File: src/rtl/mstat_pkg.sv
package mstat_pkg;
   // bit positions of the status word fields
   localparam int unsigned B_UIE  = 0;
   localparam int unsigned B_SIE  = 1;
   localparam int unsigned B_MIE  = 3;
   localparam int unsigned B_UPIE = 4;
   localparam int unsigned B_SPIE = 5;
   localparam int unsigned B_MPIE = 7;
   localparam int unsigned B_SPP  = 8;
   localparam int unsigned B_PPL  = 11;   // previous privilege, 2 bits
   localparam int unsigned B_FPS  = 13;   // floating-point state, 2 bits
   localparam int unsigned B_XST  = 15;   // extension state, 2 bits
   localparam int unsigned B_MPRV = 17;
   localparam int unsigned B_SUM  = 18;
   localparam int unsigned B_MXR  = 19;

   typedef enum logic [1:0] {
      PRIV_USER  = 2'b00,
      PRIV_SUPER = 2'b01,
      PRIV_RSVD  = 2'b10,
      PRIV_MACH  = 2'b11
   } priv_e;

   // bit is writable from the machine view (summary bit excluded)
   function automatic bit is_mwr(input int unsigned idx);
      return idx == B_SIE  || idx == B_MIE  || idx == B_SPIE || idx == B_MPIE ||
             idx == B_SPP  || idx == B_PPL  || idx == B_PPL+1 ||
             idx == B_FPS  || idx == B_FPS+1 || idx == B_MPRV ||
             idx == B_SUM  || idx == B_MXR;
   endfunction

   // bit is visible in the supervisor view; sd_pos is the summary bit
   function automatic bit is_sview(input int unsigned idx, input int unsigned sd_pos);
      return idx == B_UIE  || idx == B_SIE  || idx == B_UPIE || idx == B_SPIE ||
             idx == B_SPP  || idx == B_FPS  || idx == B_FPS+1 ||
             idx == B_XST  || idx == B_XST+1 || idx == B_SUM  ||
             idx == B_MXR  || idx == sd_pos;
   endfunction

   // bit affects address translation
   function automatic bit is_xlat(input int unsigned idx);
      return idx == B_PPL || idx == B_PPL+1 || idx == B_MPRV ||
             idx == B_SUM || idx == B_MXR;
   endfunction
endpackage

File: src/rtl/mstat_view_merge.sv
module mstat_view_merge #(
   parameter int unsigned XLEN = 32
) (
   input  logic [XLEN-1:0] cur,
   input  logic [XLEN-1:0] wdata,
   input  logic            sview,
   output logic [XLEN-1:0] req
);
   import mstat_pkg::*;
   localparam int unsigned SD_POS = XLEN - 1;

   for (genvar i = 0; i < XLEN; i++) begin : g_bit
      if (is_sview(i, SD_POS)) begin : g_vis
         assign req[i] = wdata[i];
      end else begin : g_hid
         assign req[i] = sview ? cur[i] : wdata[i];
      end
   end
endmodule

File: src/rtl/mstat_field_legal.sv
module mstat_field_legal #(
   parameter int unsigned XLEN = 32
) (
   input  logic [XLEN-1:0] cur,
   input  logic [XLEN-1:0] req,
   input  logic            s_ok,
   input  logic            u_ok,
   output logic [XLEN-1:0] nxt
);
   import mstat_pkg::*;
   localparam int unsigned SD_POS = XLEN - 1;

   logic [XLEN-1:0] wmask;
   logic [XLEN-1:0] merged;
   priv_e           ppl_req;
   logic            ppl_bad;

   assign ppl_req = priv_e'(req[B_PPL +: 2]);

   always_comb begin
      unique case (ppl_req)
         PRIV_RSVD:  ppl_bad = 1'b1;
         PRIV_SUPER: ppl_bad = !s_ok;
         PRIV_USER:  ppl_bad = !u_ok;
         default:    ppl_bad = 1'b0;
      endcase
   end

   for (genvar i = 0; i < XLEN; i++) begin : g_mask
      if (i == B_PPL || i == B_PPL + 1) begin : g_ppl
         assign wmask[i] = !ppl_bad;
      end else begin : g_fix
         assign wmask[i] = is_mwr(i);
      end
   end

   assign merged = (cur & ~wmask) | (req & wmask);

   always_comb begin
      nxt = merged;
      if (merged[B_FPS +: 2] != 2'b00) begin
         nxt[B_FPS +: 2] = 2'b11;
      end
      nxt[SD_POS] = (nxt[B_FPS +: 2] == 2'b11) || (nxt[B_XST +: 2] == 2'b11);
   end
endmodule

File: src/rtl/mstat_flush_det.sv
module mstat_flush_det #(
   parameter int unsigned XLEN = 32
) (
   input  logic [XLEN-1:0] cur,
   input  logic [XLEN-1:0] req,
   input  logic            wr,
   output logic            flush_d
);
   import mstat_pkg::*;

   logic [XLEN-1:0] xmask;

   for (genvar i = 0; i < XLEN; i++) begin : g_xm
      assign xmask[i] = is_xlat(i);
   end

   assign flush_d = wr && (((cur ^ req) & xmask) != '0);
endmodule

File: src/rtl/mstat_legalizer.sv
module mstat_legalizer #(
   parameter int unsigned XLEN = 32
) (
   input  logic            clk,
   input  logic            rst_n,
   input  logic            wr_en,
   input  logic            wr_sview,
   input  logic [XLEN-1:0] wr_data,
   input  logic            s_mode_present,
   input  logic            u_mode_present,
   output logic [XLEN-1:0] m_rdata,
   output logic [XLEN-1:0] s_rdata,
   output logic            tlb_flush
);
   import mstat_pkg::*;
   localparam int unsigned SD_POS = XLEN - 1;

   initial begin
      assert (XLEN == 32 || XLEN == 64)
         else $error("mstat_legalizer: XLEN must be 32 or 64");
   end

   logic [XLEN-1:0] stat_q;
   logic [XLEN-1:0] req;
   logic [XLEN-1:0] nxt;
   logic            flush_d;
   logic            flush_q;

   mstat_view_merge #(.XLEN(XLEN)) u_merge (
      .cur   (stat_q),
      .wdata (wr_data),
      .sview (wr_sview),
      .req   (req)
   );

   mstat_field_legal #(.XLEN(XLEN)) u_legal (
      .cur  (stat_q),
      .req  (req),
      .s_ok (s_mode_present),
      .u_ok (u_mode_present),
      .nxt  (nxt)
   );

   mstat_flush_det #(.XLEN(XLEN)) u_flush (
      .cur     (stat_q),
      .req     (req),
      .wr      (wr_en),
      .flush_d (flush_d)
   );

   always_ff @(posedge clk) begin
      if (!rst_n) begin
         stat_q  <= '0;
         flush_q <= 1'b0;
      end else begin
         if (wr_en) begin
            stat_q <= nxt;
         end
         flush_q <= flush_d;
      end
   end

   for (genvar i = 0; i < XLEN; i++) begin : g_sv
      if (is_sview(i, SD_POS)) begin : g_on
         assign s_rdata[i] = stat_q[i];
      end else begin : g_off
         assign s_rdata[i] = 1'b0;
      end
   end

   assign m_rdata   = stat_q;
   assign tlb_flush = flush_q;
endmodule

File: config.mk
export PLATFORM = sky130hd
export DESIGN_NAME = mstat_legalizer
export DESIGN_NICKNAME = d
export VERILOG_FILES = /design/src/rtl/mstat_pkg.sv /design/src/rtl/mstat_view_merge.sv /design/src/rtl/mstat_field_legal.sv /design/src/rtl/mstat_flush_det.sv /design/src/rtl/mstat_legalizer.sv
export SDC_FILE = /design/constraint.sdc
export NUM_CORES = 1
export LEC_CHECK = 0
export BUFFER_PORTS_ARGS = -buffer_cell sky130_fd_sc_hd__buf_2
export CORE_ASPECT_RATIO = 0.5
export CORE_MARGIN = 2
export CORE_UTILIZATION = 32
export CTS_CLUSTER_SIZE = 30
export DETAILED_ROUTE_END_ITERATION = 10
export PLACE_DENSITY = 0.73
export SETUP_SLACK_MARGIN = 0.3
export SLEW_MARGIN = 20
export SYNTH_ARGS = -nofsm -noshare
export SYNTH_HDL_FRONTEND = slang
export SYNTH_SLANG_ARGS = --single-unit
File: constraint.sdc
create_clock -name clk -period 1.3 [get_ports clk]
set_input_delay 0.195 -clock clk [delete_from_list [all_inputs] [get_ports clk]]
set_output_delay 0.195 -clock clk [all_outputs]
set_load 0.01 [all_outputs]
======== After elaboration in Yosys (flattened, before gate mapping) ========
Cells that the tools add are included.
word-level totals
  register bits ........................... 33
  input bits .............................. 38
operators by class
  eq/ne operators ......................... 4
  multiplexer cells ....................... 22
  bitwise operators ....................... 5
  reduce and logical (&&, ||, !) cells .... 8
operators by type and width
  kind                  count
  $reduce_bool A32 Y1   1
  $and A31 B20 Y31      1
  $and A31 B31 Y31      1
  $not A20 Y31          1
  $or A31 B31 Y31       1
  $mux W1               20
  $xor A20 B20 Y20      1
  $eq A2 B2 Y1 const B  3
  $logic_not A1 Y1      3
  $pmux W1 S3           1
  $eq A2 B1 Y1 const B  1
  $logic_not A2 Y1      1
  $mux W2               1
  $reduce_bool A2 Y1    1
  $logic_and A1 B1 Y1   1
  $logic_or A1 B1 Y1    1

======== Longest topological paths before layout ========
  depth after elaboration ................. 11
  mapped depth ............................ 5
  gate-level depth less buffers ........... 4

======== By module ========
From an unflattened synthesis, not the netlist that was laid out.
unflattened totals
  cells, all modules ...................... 217
  area, all modules ....................... 2,248.4 um^2
by module, submodules not included
  module             times used  cells each  area each (um^2)
  mstat_legalizer    1           138         1,514.0
  mstat_view_merge   1           34          412.9
  mstat_field_legal  1           38          264.0
  mstat_flush_det    1           7           57.6

======== Worst setup path before layout ========
OpenSTA, ideal clock, no wires.
  path kind ............................... in2reg
  start point ............................. input port wr_sview
  end point ............................... register (tool-made name)
  library setup time ...................... 0.127 ns
  arrival ................................. 1.125 ns
  required time ........................... 1.173 ns
  setup slack ............................. 0.048 ns
  stages .................................. 5
  cells stage by stage .................... buf_6 > or4b_4 > o311ai_2 > a221oi_2 > mux2i_1
RTL lines
  item         line                  source
  from (decl)  mstat_legalizer.sv:7  input logic wr_sview,

==> results.txt <==
clk_skew: 0.00629 ns
# rows: 14
area of the core: 0.00298 sq mm
HPWL after detailed placement: 1360 microns
Mapped Area: 991 sq um
Initial Utilization: 33.3%
CTS tree: done
routed len/inst: 8.71 microns
Pwr Density: 921 mW/mm^2
status: finished, final reports clean
router iterations before antenna repair: 4
Yosys top cell area share: 40.2%
n_diodes: 0
crit path max-delay cell type: dfxtp_4
Synth area leaders: buf_4 (40%), dfxtp_1 (24%), mux2i_1 (9.1%), nor2b_1 (5.7%), xnor2_1 (2.7%)
number of CTS-inserted buffers: 3
GPL Wtd Cong: 0.694
flop and latch count out of synthesis: 12
placed insts: 182
final slew viol count: 0
most common cell after layout, fill and taps aside: conb_1
Top Ports: 103
largest net degree at the start of global routing: 15
DP Worst Slack: 0.0134 ns
VDD IR max: 0.000334 V
overall global routing resource usage: 9.33%
Post-Syn Area per Cell: 8.77 sq um
most frequent cells in the layout: conb_1 (43), buf_2 (38), mux2i_1 (9), nor2b_1 (9)
synth unique cells: 23
cell count after synthesis: 113
Worst Hold Class: primary input to flop
Synth warnings: 0
fmax: 936 MHz
vias in the first global route: 532
Clock Pin Slew Worst Setup and Hold Paths: 0.05 ns
WS Path Type: flop to flop
Crit path largest cell delay: 0.36 ns
WL final: 1640 microns
Worst setup EP type: flop
CP delay by family, top: flip-flops
post-synth top area cell: buf_4
Setup Total Neg Slack: 0 ns
antenna viol nets, final: 0
vias: 702
crit-path max FO: 5
Max Cap Viol: 0
RSZ-0062 raised after global routing: true
antenna violations before repair: 0
Finished Layout Cells: 188
DR DRC count: 0
vias per cell: 3.73
Fill cells: 301
die outline width: 82.7 microns
Clock Path Buffers: 2
Worst-Skew Late Latency: 0.24 ns
Starting DRT DRC Count: 15
CP Data Required Time: 1.46 ns
CP Launch Type: flop
share of layout cells above drive strength 1: 41.2%
root buf cell: clkbuf_8
clock period minus worst slack: 1.07 ns
total buffers and inverters traversed by the critical path: 0
Sink Count: 12
Die Y: 43.4 microns
Critical Path AT: 1.23 ns
CP cell instances: nand2_4, o311ai_4, a221oi_2, mux2i_1
sequential area share after synthesis: 24.2%
Layout Nets: 187
Die Area: 0.00359 sq mm
first-pass GRT wire length: 2460 microns
Pleak: 0.604 nW
total gr overflow: 0
Hold-fix buffers, CTS: 0
Tcrit/Tclk final: 82.1%
Pwr Total: 1.02 mW
area growth from synthesis to layout: 11.6%
CTS HTree Levels: 1
fin worst setup slack: 0.232 ns
Hold Fails Final Rpt: 0
port buffer count: 39
Setup violations, final: 0
tightest hold or removal path, delay by kind of cell:
kind | cells | cell delay [ns]
buf+inv | 1 | 0.08
simple gates | 1 | 0.09
mux | 1 | 0.06
repair_timing:
item | in CTS | in global routing
buffers inserted | 2 | 0
setup endpoints to repair | 9 | 7
pin swaps | 3 | 0
gates resized for setup | 6 | 2
cell type report:
class | instances | area, sq um | area share, %
multi-input combinational | 85 | 504 | 45.6
clock buffer | 4 | 45.0 | 4.07
timing repair buffer | 45 | 246 | 22.3
inverter | 2 | 7.51 | 0.679
tap | 40 | 50.0 | 4.52
sequential | 12 | 253 | 22.9
cells in the mapped netlist:
library cell,n
buf_4,53
dfxtp_1,12
mux2i_1,9
nor2b_1,9
nand2_1,5
xnor2_1,3
a21oi_1,2
inv_1,2
nor2_1,2
o21ai_0,2
xor2_1,2
a221oi_2,1
a31oi_1,1
buf_2,1
buf_6,1
clkbuf_1,1
conb_1,1
mux2_2,1
nand2b_1,1
o22ai_1,1
o311a_1,1
o311ai_2,1
or4b_4,1
metal layers:
layer / up-vias / GRT usage [%] / routed length, microns
li1: 339 / - / -
met1: 319 / 9.42 / 582
met2: 44 / 17.3 / 897
met3: 0 / 3.13 / 157
met4: 0 / 4.92 / 0
met5: - / 0 / 0
cell families after synthesis:
family / after synthesis / synth area share (%)
buf+inv: 58 / 42.9
simple gates: 18 / 10.4
mux: 10 / 10.2
xor+xnor: 5 / 4.42
flops: 12 / 24.2
compound gates: 9 / 7.45
other cells: 1 / 0.378
where the power goes:
| group | switching, mW | leakage, nW | internal [mW] | total, mW |
|---|---|---|---|---|
| Clock | 0.132 | 0.0228 | 0.216 | 0.348 |
| Combinational | 0.153 | 0.479 | 0.107 | 0.260 |
| Sequential | 0.0202 | 0.102 | 0.390 | 0.411 |
| Total | 0.306 | 0.604 | 0.713 | 1.02 |
metrics by stage:
stage / util [%] / hold WS, ns / cell area, sq um
CTS: 37.1 / 0.215 / 1100
floorplan: - / 0.327 / 1170
global route: 37.1 / 0.227 / 1110
global placement: 34.4 / 0.452 / 1020
finish: 37.1 / 0.217 / 1110
detailed placement: 34.4 / 0.464 / 1020
final timing paths:
kind / from / to / slack (ns) / cells past startpoint
setup reg to reg: flop / flop / 0.23 / 4
hold / removal: wr_data[3] / flop / 0.22 / 3
setup / recovery: flop / flop / 0.23 / 4
hold reg to reg: flop / flop / 0.51 / 2
Power figures use the tool's default switching activity.
